--- src/rtl/pwm_timer_pkg.sv ---
package pwm_timer_pkg;

    // Choice of when the shadow duty moves into the active compare latch.
    typedef enum logic {
        LOAD_AT_WRAP = 1'b0,
        LOAD_NOW     = 1'b1
    } load_mode_e;

    // Per-clock events produced by the counter for the other stages.
    typedef struct packed {
        logic adv;      // timer state may change this clock (run or clear)
        logic wrap;     // running counter reaches/exceeds terminal value
        logic load_pt;  // period start: wrap or clear
    } tick_t;

    // Next counter value for a W-bit up counter.
    function automatic logic [31:0] next_count(input logic [31:0] cur,
                                               input logic clr,
                                               input logic wrp,
                                               input logic go);
        if (clr || wrp) return 32'd0;
        if (go)         return cur + 32'd1;
        return cur;
    endfunction

endpackage

--- src/rtl/pwm_tick_counter.sv ---
module pwm_tick_counter
    import pwm_timer_pkg::*;
#(
    parameter int W = 16
) (
    input  logic         clk,
    input  logic         rst,
    input  logic         run,
    input  logic         clear,
    input  logic [W-1:0] period,
    output logic [W-1:0] cnt,
    output logic [W-1:0] cnt_nxt,
    output tick_t        tick
);

    localparam int PAD = 32 - W;

    logic [31:0] nxt_wide;

    always_comb begin
        tick.wrap    = run && !clear && (cnt >= period);
        tick.load_pt = clear || tick.wrap;
        tick.adv     = run || clear;
        nxt_wide     = next_count({{PAD{1'b0}}, cnt}, clear, tick.wrap, run);
        cnt_nxt      = nxt_wide[W-1:0];
    end

    always_ff @(posedge clk) begin
        if (rst) cnt <= '0;
        else     cnt <= cnt_nxt;
    end


    hold_when_stopped_chk: assert property (@(posedge clk) disable iff (rst)
        (!run && !clear) |=> $stable(cnt));


    clear_zeroes_chk: assert property (@(posedge clk) disable iff (rst)
        clear |=> (cnt == '0));


    counts_up_chk: assert property (@(posedge clk) disable iff (rst)
        (run && !clear && cnt < period) |=> (cnt == $past(cnt) + W'(1)));


    wraps_past_term_chk: assert property (@(posedge clk) disable iff (rst)
        (run && !clear && cnt >= period) |=> (cnt == '0));

endmodule

--- src/rtl/pwm_duty_latch.sv ---
module pwm_duty_latch
    import pwm_timer_pkg::*;
#(
    parameter int W = 16
) (
    input  logic         clk,
    input  logic         rst,
    input  logic         we,
    input  logic [W-1:0] wdata,
    input  load_mode_e   mode,
    input  logic         load_pt,
    output logic [W-1:0] shadow,
    output logic [W-1:0] active,
    output logic [W-1:0] active_nxt
);

    logic [W-1:0] shadow_nxt;

    always_comb begin
        shadow_nxt = we ? wdata : shadow;
        if (mode == LOAD_NOW && we)
            active_nxt = wdata;
        else if (load_pt)
            active_nxt = shadow_nxt;
        else
            active_nxt = active;
    end

    always_ff @(posedge clk) begin
        if (rst) begin
            shadow <= '0;
            active <= '0;
        end else begin
            shadow <= shadow_nxt;
            active <= active_nxt;
        end
    end


    buffered_holds_active_chk: assert property (@(posedge clk) disable iff (rst)
        (mode == LOAD_AT_WRAP && !load_pt) |=> $stable(active));


    immediate_takes_write_chk: assert property (@(posedge clk) disable iff (rst)
        (mode == LOAD_NOW && we) |=> (active == $past(wdata)));


    shadow_last_write_chk: assert property (@(posedge clk) disable iff (rst)
        we |=> (shadow == $past(wdata)));

endmodule

--- src/rtl/pwm_out_stage.sv ---
module pwm_out_stage
    import pwm_timer_pkg::*;
#(
    parameter int W = 16
) (
    input  logic         clk,
    input  logic         rst,
    input  tick_t        tick,
    input  logic [W-1:0] cnt_nxt,
    input  logic [W-1:0] act_nxt,
    output logic         out
);

    logic out_nxt;

    // Match has priority over set, so a zero duty never lets a pulse out.
    always_comb begin
        out_nxt = out;
        if (tick.adv) begin
            if (cnt_nxt == act_nxt)
                out_nxt = 1'b0;
            else if (tick.load_pt)
                out_nxt = 1'b1;
        end
    end

    always_ff @(posedge clk) begin
        if (rst) out <= 1'b0;
        else     out <= out_nxt;
    end


    out_frozen_chk: assert property (@(posedge clk) disable iff (rst)
        !tick.adv |=> $stable(out));

endmodule

--- src/rtl/pwm_buffered_timer.sv ---
module pwm_buffered_timer
    import pwm_timer_pkg::*;
#(
    parameter int CNT_W = 16
) (
    input  logic             clk,
    input  logic             rst,
    input  logic             run,
    input  logic             clear,
    input  logic             load_imm,
    input  logic [CNT_W-1:0] period,
    input  logic [CNT_W-1:0] duty_wdata,
    input  logic             duty_we,
    output logic             pwm_out,
    output logic [CNT_W-1:0] count
);

    load_mode_e       mode;
    tick_t            tick;
    logic [CNT_W-1:0] cnt_nxt;
    logic [CNT_W-1:0] shadow;
    logic [CNT_W-1:0] active;
    logic [CNT_W-1:0] active_nxt;

    assign mode = load_mode_e'(load_imm);

    pwm_tick_counter #(.W(CNT_W)) u_cnt (
        .clk     (clk),
        .rst     (rst),
        .run     (run),
        .clear   (clear),
        .period  (period),
        .cnt     (count),
        .cnt_nxt (cnt_nxt),
        .tick    (tick)
    );

    pwm_duty_latch #(.W(CNT_W)) u_duty (
        .clk        (clk),
        .rst        (rst),
        .we         (duty_we),
        .wdata      (duty_wdata),
        .mode       (mode),
        .load_pt    (tick.load_pt),
        .shadow     (shadow),
        .active     (active),
        .active_nxt (active_nxt)
    );

    pwm_out_stage #(.W(CNT_W)) u_out (
        .clk     (clk),
        .rst     (rst),
        .tick    (tick),
        .cnt_nxt (cnt_nxt),
        .act_nxt (active_nxt),
        .out     (pwm_out)
    );


    rise_at_start_chk: assert property (@(posedge clk) disable iff (rst)
        $rose(pwm_out) |-> (count == '0));


    fall_at_match_chk: assert property (@(posedge clk) disable iff (rst)
        $fell(pwm_out) |-> (count == active));


    zero_duty_low_chk: assert property (@(posedge clk) disable iff (rst)
        (tick.load_pt && active_nxt == '0) |=> !pwm_out);

endmodule

--- config.mk ---
export PLATFORM = sky130hd
export DESIGN_NAME = pwm_buffered_timer
export DESIGN_NICKNAME = d
export VERILOG_FILES = /design/src/rtl/pwm_timer_pkg.sv /design/src/rtl/pwm_tick_counter.sv /design/src/rtl/pwm_duty_latch.sv /design/src/rtl/pwm_out_stage.sv /design/src/rtl/pwm_buffered_timer.sv
export SDC_FILE = /design/constraint.sdc
export NUM_CORES = 1
export LEC_CHECK = 0
export BUFFER_PORTS_ARGS = -buffer_cell sky130_fd_sc_hd__buf_2
export CORE_ASPECT_RATIO = 0.8
export CORE_MARGIN = 5
export CORE_UTILIZATION = 57
export DETAILED_ROUTE_END_ITERATION = 12
export GPL_TIMING_DRIVEN = 0
export PLACE_DENSITY = 0.87
export SYNTH_ARGS = -nofsm -noshare
export SYNTH_HDL_FRONTEND = slang
export SYNTH_HIERARCHICAL = 1
export SYNTH_SLANG_ARGS = --single-unit
export TNS_END_PERCENT = 20
--- constraint.sdc ---
create_clock -name clk -period 5.85 [get_ports clk]
set_clock_uncertainty 0.15 [all_clocks]
set_input_delay 1.17 -clock clk [delete_from_list [all_inputs] [get_ports clk]]
set_output_delay 1.17 -clock clk [all_outputs]
set_load 0.05 [all_outputs]
# After elaboration in Yosys (flattened, before gate mapping)

Index checks and enable logic that the tools add are counted.

Memories kept: 0
Word-level logic and storage cells: 27
Bits of input ports: 38
Bits in writable memories: 0
Memory bits (read-only): 0
Bits in registers: 49
Output and inout port bits: 17
Bits in latches: 0

Div/mod/pow operators: 0
Shift-type cells: 0
Reductions and logical operators: 8
Multipliers: 0
Bitwise logic cells: 0
Eq/ne operators: 1
Mux-type cells: 12
Add/sub/neg operators: 1
$lt $le $gt $ge: 1

Operators with widths:

| cell                  | number |
|---|---|
| $mux 16               | 7 |
| $add 16x1->16 const B | 1 |
| $eq 16x16->1          | 1 |
| $ge 16x16->1          | 1 |
| $mux 1                | 5 |
| $logic_and 1x1->1     | 3 |
| $logic_or 1x1->1      | 2 |
| $reduce_and 2->1      | 1 |
| $reduce_bool 2->1     | 1 |
| $logic_not 1->1       | 1 |

# Longest topological paths before layout

Gate-level depths: netlist of run 1.

Depth in word-level cells: 11
Depth in mapped cells: 16
Gate-level depth less buffers: 14

# By module

Netlist of run 1, hierarchy kept.

By module, submodules not included:

| module           | times used | cells an instance | area each (µm²) | seq. area each (µm²) |
|---|---|---|---|---|
| pwm_duty_latch   | 1          | 175               | 1625.3          | 640.6 |
| pwm_tick_counter | 1          | 156               | 1376.3          | 320.3 |
| pwm_out_stage    | 1          | 25                | 207.7           | 20.0 |

# Worst setup path before layout of run 1

Ideal clock, no wire load.

Path kind: input port to flip-flop
From: input period[9]
To: register u_out.out
Stages: 16
Buffers on the path: 2
Data required time: 5.573 ns
Arrival: 4.184 ns
Setup time: 0.127 ns
Path slack: 1.390 ns
Cells stage by stage: inv_1 -> ha_1 -> a21oi_1 -> nor3_1 -> or3_1 -> o41a_4 -> or2_2 -> or2_1 -> buf_4 -> buf_6 -> nor2_1 -> nor3_1 -> xnor2_1 -> nand4_1 -> nor4_1 -> a31oi_1

RTL lines:

| what                 | line                     | text |
|---|---|---|
| start, declared      | pwm_buffered_timer.sv:11 | `input logic [CNT_W-1:0] period,` |
| end signal, assigned | pwm_out_stage.sv:29      | `else out <= out_nxt;` |
| end, declared        | pwm_out_stage.sv:11      | `output logic out` |

==> out/metrics.yaml, run 1 <==
global_route:
  first_global_vias: 2844
  antenna_found_initial: 0
  grt_pass1_wl_um: 12900
  grt_usage_pct: 22.0
  grt_max_degree: 15
  grt-ovfl-total: 0
worst_setup_path:
  path_cells: "buf_2 > inv_1 > ha_1 > nand4_1 > nor3_1 > or3_1 > o41a_4 > or2_2 > o21ai_4 > buf_4 > nor2_1 > nor3_1 > xnor2_1 > nand4_1 > nor4_1 > a31oi_1"
  cp-endpoint: "u_out/out$_SDFFE_PP0P_"
  end_kind: "flop"
  crit_type: "input port to flop"
  critPathArrivalTime_ps: 4780
  worst-path-buf-inv: 3
  max_stage_delay_ps: 520
  crit_family: "simple AND/OR/NAND/NOR gates"
  required_ps: 5890
  rrSetupSlack_ps: 1590
  rr_endpoint: "u_out/out$_SDFFE_PP0P_"
  r2r-start: "u_cnt/cnt[0]$_SDFF_PP0_"
  reg2reg_depth: 15
  crit_path_start: "period[13]"
  cp_slowest_cell: "o41a_4"
  critPathMaxFanout: 10
  start_kind: "input port"
  worst-path-stages: 16
yosys:
  synth_fp_nets: 410
  yosysWarningCount: 6
  syn_area_um2: 3200
  netlist_instances: 355
  synth.avg_cell_area_um2: 9.02
clocking:
  postCtsResizedCells: 0
  ctsLongestPathBuffers: 2
  tritoncts: "yes"
  cts_max_level: 2
  clkTransAtPathRegs_ps: 90
  cts.sinks: 49
  insertion_delay_ps: 300
  root_buffer: "clkbuf_8"
  cts_setup_buffers: 0
  numCtsBuffers: 5
  ctsHoldBuffers: 0
timing:
  whs_ps: 367
  setup_slack_ps: 1110
  period_needed_ps: 4740
  worst_slew_pin_slew_ps: 773
  period_share_pct: 81.0
  finalHoldViolCount: 0
  setup_tns_ps: 0
  slew-limit-headroom_pct: 48.4
  drv_slew: 0
  setup_viol: 0
  fmax_mhz: 211
  rsz0062_at_grt: "no"
placed_design:
  routabilityCongestion: 0.796
  dp_cells: 485
  post-place-ws_ps: 821
  portBuffers: 52
  dp.final_hpwl_um: 6080
  place_area_um2: 3560
cells_and_area:
  antenna_cells: 0
  syn2layout_area_growth_pct: 14.3
  nNetsFinal: 469
  fill_cells: 457
  instances_no_fill: 493
  drive_gt1_share_pct: 31.6
  finalInstanceArea_um2: 3660
detailed_routing:
  post_drt_via_cell_ratio: 5.57
  drtIter0Drc: 132
  drcViolationCount: 0
  wl_per_cell_um: 15.7
  vias: 2747
  firstDrtPassIters: 4
  drt_wl_total_um: 7730
  final_antenna_net_count: 0
min_path:
  hold_start: "u_duty/shadow[3]$_SDFF_PP0_"
  whs_path_depth: 2
  holdCritPathClass: "flop to flop"
die:
  fp.dieArea_um2: 7230
  num_rows: 24
  start_util_pct: 58.6
  die_x_um: 93.8
  io_pins: 55
  core-area_um2: 5470
  die_y_um: 77.1
pwr:
  pwr-share-comb_pct: 19.1
  p_leak_nw: 1.54
  p_sw_w: 0.000205
  intPower_w: 0.000514
  power_frac_seq_pct: 49.8
  pwr-share-clk_pct: 31.1
  ir_drop_uv: 174
  power_density_nw_per_um2: 196
  switching_share_pct: 28.5
run:
  maxCapViolations: 0
status:
  outcome: "completed"
[power groups by stage]
stage	combinational (W)	clock (W)	sequential [W]
2_1_floorplan	0.0000957	0	0.000367
3_3_place_gp	0.000130	0	0.000365
3_5_place_dp	0.000135	0	0.000366
4_1_cts	0.000136	0.000226	0.000358
5_1_grt	0.000149	0.000241	0.000360
6_report	0.000137	0.000224	0.000358
[worst register-to-register path: stages (launching register included)]
cell and delay (ps):
dfxtp_1 440, inv_1 70, ha_1 260, nand2b_1 130, a2111oi_0 440, nor4_1 140
o41a_4 410, or2_2 400, o21ai_4 280, buf_4 240, nor2_1 80, nor3_1 370
xnor2_1 190, nand4_1 120, nor4_1 310, a31oi_1 110
[cells in the final DEF, fill, tap and decap left out, types with 2 or more instances in the layout]
cell       n
and2b_1    3
clkbuf_1   7
nor4_2    11
dfxtp_1   49
buf_4      2
or2_2      4
nor3_2    30
a31oi_1    2
nor2b_1   13
a211oi_2  11
nor4_1     7
ha_1      17
a211oi_1   5
xnor2_1   21
mux2i_1   17
clkbuf_8   7
inv_1     17
a21oi_1    5
nor3_1    20
buf_2     57
nand2_1    9
nand4_1   11
buf_6      5
nor2_1    55
nand3_1    7
or3_1      2
xor2_1    10
[how the worst min path moves through the flow]
stage	to	slack, ps
after floorplan	u_duty/shadow[0]$_SDFF_PP0_	310
after global placement	u_duty/shadow[3]$_SDFF_PP0_	330
after detailed placement	u_duty/shadow[3]$_SDFF_PP0_	350
after CTS	u_duty/shadow[3]$_SDFF_PP0_	370
after global routing	u_duty/shadow[3]$_SDFF_PP0_	400
final	u_duty/shadow[3]$_SDFF_PP0_	370
[registers in the layout (all words and copies together), names as in the netlist]
register       cells
u_cnt/cnt         16
u_out/out          1
u_duty/shadow     16
u_duty/active     16
[metrics by stage]
stage | util, % | power (W)
after floorplan | - | 0.000463
after global placement | 65.2 | 0.000494
after detailed placement | 65.2 | 0.000501
after CTS | 67.0 | 0.000721
after global routing | 67.0 | 0.000750
final | 67.0 | 0.000719
[per-layer routing]
layer	global-route usage [%]	up-vias	part of all wire (%)
met5	0	-	0
met4	6.93	0	1.2
met3	3.91	11	5.4
met2	36.5	81	49
met1	28.7	1289	44
li1	-	1366	-
[final cells by class]
class / count / area, um2 / area share (%)
flip-flops and latches: 49 / 981 / 26.8
multi-input cells: 268 / 2010 / 54.9
plain buffers: 21 / 146 / 4.00
clock buffers: 7 / 96.3 / 2.63
repair buffers: 52 / 260 / 7.11
well taps: 78 / 97.6 / 2.66
inverters: 17 / 63.8 / 1.74
clock inverters: 1 / 5.00 / 0.137
(Power assumes the default switching activity.)
==> run 2, diff against run 1 <==
--- a/config.mk
+++ b/config.mk
@@ -5,13 +5,14 @@
 export SDC_FILE = /design/constraint.sdc
 export NUM_CORES = 1
 export LEC_CHECK = 0
+export ABC_AREA = 1
 export BUFFER_PORTS_ARGS = -buffer_cell sky130_fd_sc_hd__buf_2
 export CORE_ASPECT_RATIO = 0.8
 export CORE_MARGIN = 5
-export CORE_UTILIZATION = 57
+export CORE_UTILIZATION = 51
 export DETAILED_ROUTE_END_ITERATION = 12
 export GPL_TIMING_DRIVEN = 0
-export PLACE_DENSITY = 0.87
+export PLACE_DENSITY = 0.82
 export SYNTH_ARGS = -nofsm -noshare
 export SYNTH_HDL_FRONTEND = slang
 export SYNTH_HIERARCHICAL = 1
==> constraint.sdc (replaced) <==
create_clock -name clk -period 4.15 [get_ports clk]
set_clock_uncertainty 0.15 [all_clocks]
set_input_delay 0.83 -clock clk [delete_from_list [all_inputs] [get_ports clk]]
set_output_delay 0.83 -clock clk [all_outputs]
set_load 0.05 [all_outputs]
==> out/metrics.yaml, run 2 <==
cells_and_area:
  reg_top3: "u_cnt/cnt (16), u_duty/active (16), u_duty/shadow (16)"
  layout_commonest_cell: "nand2_1"
  syn2layout_area_growth_pct: 14.9
  antenna_cells: 0
  nNetsFinal: 625
  instances_no_fill: 655
  drive_gt1_share_pct: 19.8
  final_cell_mix: "nand2_1, inv_1, nor2_1"
  utilization_pct: 59.8
global_route:
  first_global_vias: 3127
  grt-ovfl-total: 0
  use_met2_pct: 35.8
  grt_max_degree: 16
  top_usage_layer: "met2"
  grt_use_met1_pct: 25.6
  grt_use_met3_pct: 3.40
  grt_usage_pct: 20.4
  grt_pass1_wl_um: 13500
  antenna_found_initial: 0
yosys:
  synth_fp_nets: 565
  syn_area_um2: 3280
  yosysWarningCount: 6
  synth.avg_cell_area_um2: 6.44
  netlist_instances: 510
placed_design:
  dp_cells: 647
  routabilityCongestion: 0.840
  dp.final_hpwl_um: 6150
  portBuffers: 53
  post-place-ws_ps: 402
clocking:
  cts_max_level: 2
  ctsHoldBuffers: 0
  clkTransAtPathRegs_ps: 90
  numCtsBuffers: 5
  insertion_delay_ps: 310
  cts.sinks: 49
  postCtsResizedCells: 0
  ctsLongestPathBuffers: 2
  tritoncts: "yes"
  cts_setup_buffers: 0
  root_buffer: "clkbuf_8"
detailed_routing:
  final_antenna_net_count: 0
  firstDrtPassIters: 4
  wl_per_cell_um: 12.1
  post_drt_via_cell_ratio: 4.97
  drtIter0Drc: 162
  vias: 3256
  drt_wl_total_um: 7920
  drcViolationCount: 0
worst_setup_path:
  required_ps: 4210
  critPathArrivalTime_ps: 3500
  critPathMaxFanout: 10
  crit_path_start: "period[3]"
  r2r-start: "u_cnt/cnt[9]$_SDFF_PP0_"
  end_kind: "flop"
  crit_type: "input port to flop"
  start_kind: "input port"
timing:
  drv_slew: 0
  fmax_mhz: 291
  slew-limit-headroom_pct: 63.1
  rsz0062_at_grt: "no"
  finalHoldViolCount: 0
  whs_ps: 324
  worst_slew_pin_slew_ps: 554
  setup_slack_ps: 708
  period_share_pct: 82.9
  setup_viol: 0
  setup_tns_ps: 0
  period_needed_ps: 3440
die:
  io_pins: 55
  die_x_um: 99.7
  num_rows: 26
  core-area_um2: 6310
  start_util_pct: 52.0
  fp.dieArea_um2: 8150
  die_y_um: 81.8
status:
  outcome: "completed"
pwr:
  ir_drop_uv: 138
  power_density_nw_per_um2: 278
  p_leak_nw: 2.02
run:
  maxCapViolations: 0
min_path:
  hold_start: "u_duty/shadow[10]$_SDFF_PP0_"
  holdCritPathClass: "flop to flop"
## run 2: per-layer routing
metal  part of all wire (%)  wire length (um)  vias to the layer above
li1                       -                 -                     1693
met1                     45              3590                     1464
met2                     48              3810                       83
met3                    4.9               385                       16
met4                    1.7               132                        0
met5                      0                 0                        -
## run 2: worst paths after layout
| path | end | slack [ps] | depth (start not counted) |
|---|---|---|---|
| worst min register to register | u_duty/shadow[10]$_SDFF_PP0_ | 320 | 2 |
| worst min-delay path | u_duty/shadow[10]$_SDFF_PP0_ | 320 | 2 |
| worst max register to register | u_out/out$_SDFFE_PP0P_ | 930 | 19 |
| worst max-delay path | u_out/out$_SDFFE_PP0P_ | 710 | 28 |
## run 2: critical path: stages
cell      delay (ps)
buf_2             80
inv_1             30
ha_1             290
nand2_1           70
nor2_1           100
nor2_1            50
nand2_1           60
nand2_1           50
nand2_1           60
nand2_1           50
nand2_1           70
nand2_2          130
clkbuf_8         200
nand2_1          180
buf_2            290
nor2_1            70
nor2_1           100
nand2_1           90
nand2_1           90
inv_1             40
nand2_1           50
nand2_1           60
nor2_1           140
nand2_1           80
nor2_2            70
nand3_1           60
nand2_1           60
inv_1             30
## run 2: layout make-up
cell class	count	area (um2)
Fill cell	580	2540
Sequential cell	49	981
Timing Repair Buffer	53	265
Clock inverter	2	37.5
Multi-Input combinational cell	369	1880
Inverter	76	293
Clock buffer	6	82.6
Buffer	16	129
Tap cell	84	105
## run 2: where the power goes
group	switching [W]	internal [W]	total (W)
clock network	0.000164	0.000196	0.000360
logic	0.000120	0.0000736	0.000193
registers	0.00000644	0.000491	0.000498
total	0.000290	0.000761	0.00105
## run 2: metrics by stage
| step | total power, W | area [um2] |
|---|---|---|
| after floorplan | 0.000645 | 3280 |
| after global placement | 0.000693 | 3650 |
| after detailed placement | 0.000700 | 3650 |
| after CTS | 0.00106 | 3770 |
| after global routing | 0.00110 | 3770 |
| final | 0.00105 | 3770 |
==> run 3, diff against run 2 <==
==> constraint.sdc (replaced) <==
create_clock -name clk -period 3 [get_ports clk]
set_clock_uncertainty 0.15 [all_clocks]
set_input_delay 0.6 -clock clk [delete_from_list [all_inputs] [get_ports clk]]
set_output_delay 0.6 -clock clk [all_outputs]
set_load 0.05 [all_outputs]
==> out/metrics.yaml, run 3 (synthesized netlist as in run 2, its figures left out) <==
status:
  outcome: "completed"
placed_design:
  routabilityCongestion: 0.815
  dp.final_hpwl_um: 5890
  place_area_um2: 3660
  portBuffers: 53
  dp_cells: 647
clocking:
  ctsHoldBuffers: 0
  tritoncts: "yes"
  cts.sinks: 49
  numCtsBuffers: 5
  root_buffer: "clkbuf_8"
  insertion_delay_ps: 310
  clkTransAtPathRegs_ps: 90
  ctsLongestPathBuffers: 2
  cts_max_level: 2
timing:
  finalHoldViolCount: 0
  slew-limit-headroom_pct: 62.4
  worst_slew_pin_slew_ps: 564
  drv_slew: 0
  rsz0062_at_grt: "no"
  setup_viol: 0
  period_needed_ps: 2760
  period_share_pct: 92.1
  fmax_mhz: 362
detailed_routing:
  final_antenna_net_count: 0
  drt_wl_total_um: 7790
  drcViolationCount: 0
  wl_per_cell_um: 11.8
  drtIter0Drc: 188
  post_drt_via_cell_ratio: 4.90
  vias: 3240
  firstDrtPassIters: 4
worst_setup_path:
  required_ps: 3070
  start_kind: "input port"
  cp_slowest_cell: "ha_1"
  crit_type: "input port to flop"
  worst-path-buf-inv: 4
  rrSetupSlack_ps: 280
  end_kind: "flop"
  critPathMaxFanout: 10
  max_stage_delay_ps: 320
  reg2reg_depth: 20
  crit_path_frequent_cell: "nand2_1"
  crit_family: "simple AND/OR/NAND/NOR gates"
  rr_endpoint: "u_out/out$_SDFFE_PP0P_"
  critPathArrivalTime_ps: 2830
  r2r-start: "u_cnt/cnt[11]$_SDFF_PP0_"
  path_cells: "buf_2 > inv_1 > ha_1 > a21oi_1 > o21ai_0 > a21oi_1 > nand2_1 > nand2_4 > nand2_4 > buf_8 > nor2_1 > nor2_1 > nand2_1 > nand2_1 > nand2_1 > nand2_1 > nor2_1 > nand2_1 > nor2_2 > nand3_1 > nand2_1 > inv_1"
pwr:
  ir_drop_uv: 207
  p_leak_nw: 2.06
  fin_total_pwr_w: 0.00136
  power_density_nw_per_um2: 355
die:
  die_x_um: 99.7
  core-area_um2: 6310
  die_y_um: 81.8
  io_pins: 55
  num_rows: 26
  start_util_pct: 52.0
  fp.dieArea_um2: 8150
global_route:
  antenna_found_initial: 0
  first_global_vias: 3011
  grt_usage_pct: 19.6
  grt_max_degree: 17
  grt-ovfl-total: 0
  grt_pass1_wl_um: 13000
min_path:
  holdPathEnd: "u_duty/shadow[10]$_SDFF_PP0_"
  holdCritPathClass: "flop to flop"
  whs_path_depth: 2
  hold_start: "u_duty/shadow[10]$_SDFF_PP0_"
cells_and_area:
  layout_commonest_cell: "nand2_1"
  finalInstanceArea_um2: 3840
  syn2layout_area_growth_pct: 17.0
  drive_gt1_share_pct: 22.7
  final_cell_mix: "nand2_1, inv_1, nor2_1"
  nNetsFinal: 631
  reg_top3: "u_cnt/cnt (16), u_duty/active (16), u_duty/shadow (16)"
  instances_no_fill: 661
  antenna_cells: 0
run:
  maxCapViolations: 0
[run 3: timing repair]
item                                    CTS  global route
cloned                                    0             0
setup buffers                             0             7
gates resized for setup                   9             3
endpoints found under the setup margin    1             1
pin swaps                                 0             2
[run 3: per-layer routing]
metal / global-route usage [%] / vias up / routed length, um
met5: 0 / - / 0
met1: 24.5 / 1472 / 3650
li1: - / 1701 / -
met3: 4.16 / 9 / 325
met4: 4.09 / 0 / 66
met2: 34.8 / 58 / 3760
[run 3: area by class of cell]
class                      count  area, um2
buffer                        15        134
clock buffer                   5       68.8
clock inverter                 3       21.3
fill                         579       2470
inverter                      76        293
multi-input combinational    369       1910
sequential                    49        991
tap                           84        105
timing repair buffer          60        318
[run 3: power breakdown]
part | total [W] | switching, W | internal [W]
sequential | 0.000689 | 0.00000875 | 0.000680
combinational | 0.000278 | 0.000170 | 0.000108
clock | 0.000396 | 0.000231 | 0.000166
total | 0.00136 | 0.000409 | 0.000953
[run 3: tightest hold or removal path, delay by kind of cell (launching register included)]
kind	cells	cell delay (ps)
DFF	1	310
AOI/OAI and AO/OA	1	50
and+or+nand+nor	1	70
[run 3: how the worst max path moves through the flow]
stage	from	endpoint	slack (ps)	depth (start not counted)
floorplan	u_cnt/cnt[13]$_SDFF_PP0_	u_out/out$_SDFFE_PP0P_	4	19
global placement	period[11]	u_out/out$_SDFFE_PP0P_	-450	21
detailed placement	period[11]	u_out/out$_SDFFE_PP0P_	-510	21
CTS	period[11]	u_out/out$_SDFFE_PP0P_	40	21
global route	period[11]	u_out/out$_SDFFE_PP0P_	20	22
finish	period[11]	u_out/out$_SDFFE_PP0P_	240	22
[run 3: per-stage QoR]
stage / setup slack, ps / utilization, % / TNS [ps] / hold WS (ps)
global placement: -449 / 58.1 / -449 / 305
floorplan: 3.92 / - / 0 / 290
global route: 21.9 / 60.9 / 0 / 342
finish: 238 / 60.9 / 0 / 324
detailed placement: -511 / 58.1 / -511 / 311
CTS: 37.4 / 60.1 / 0 / 326
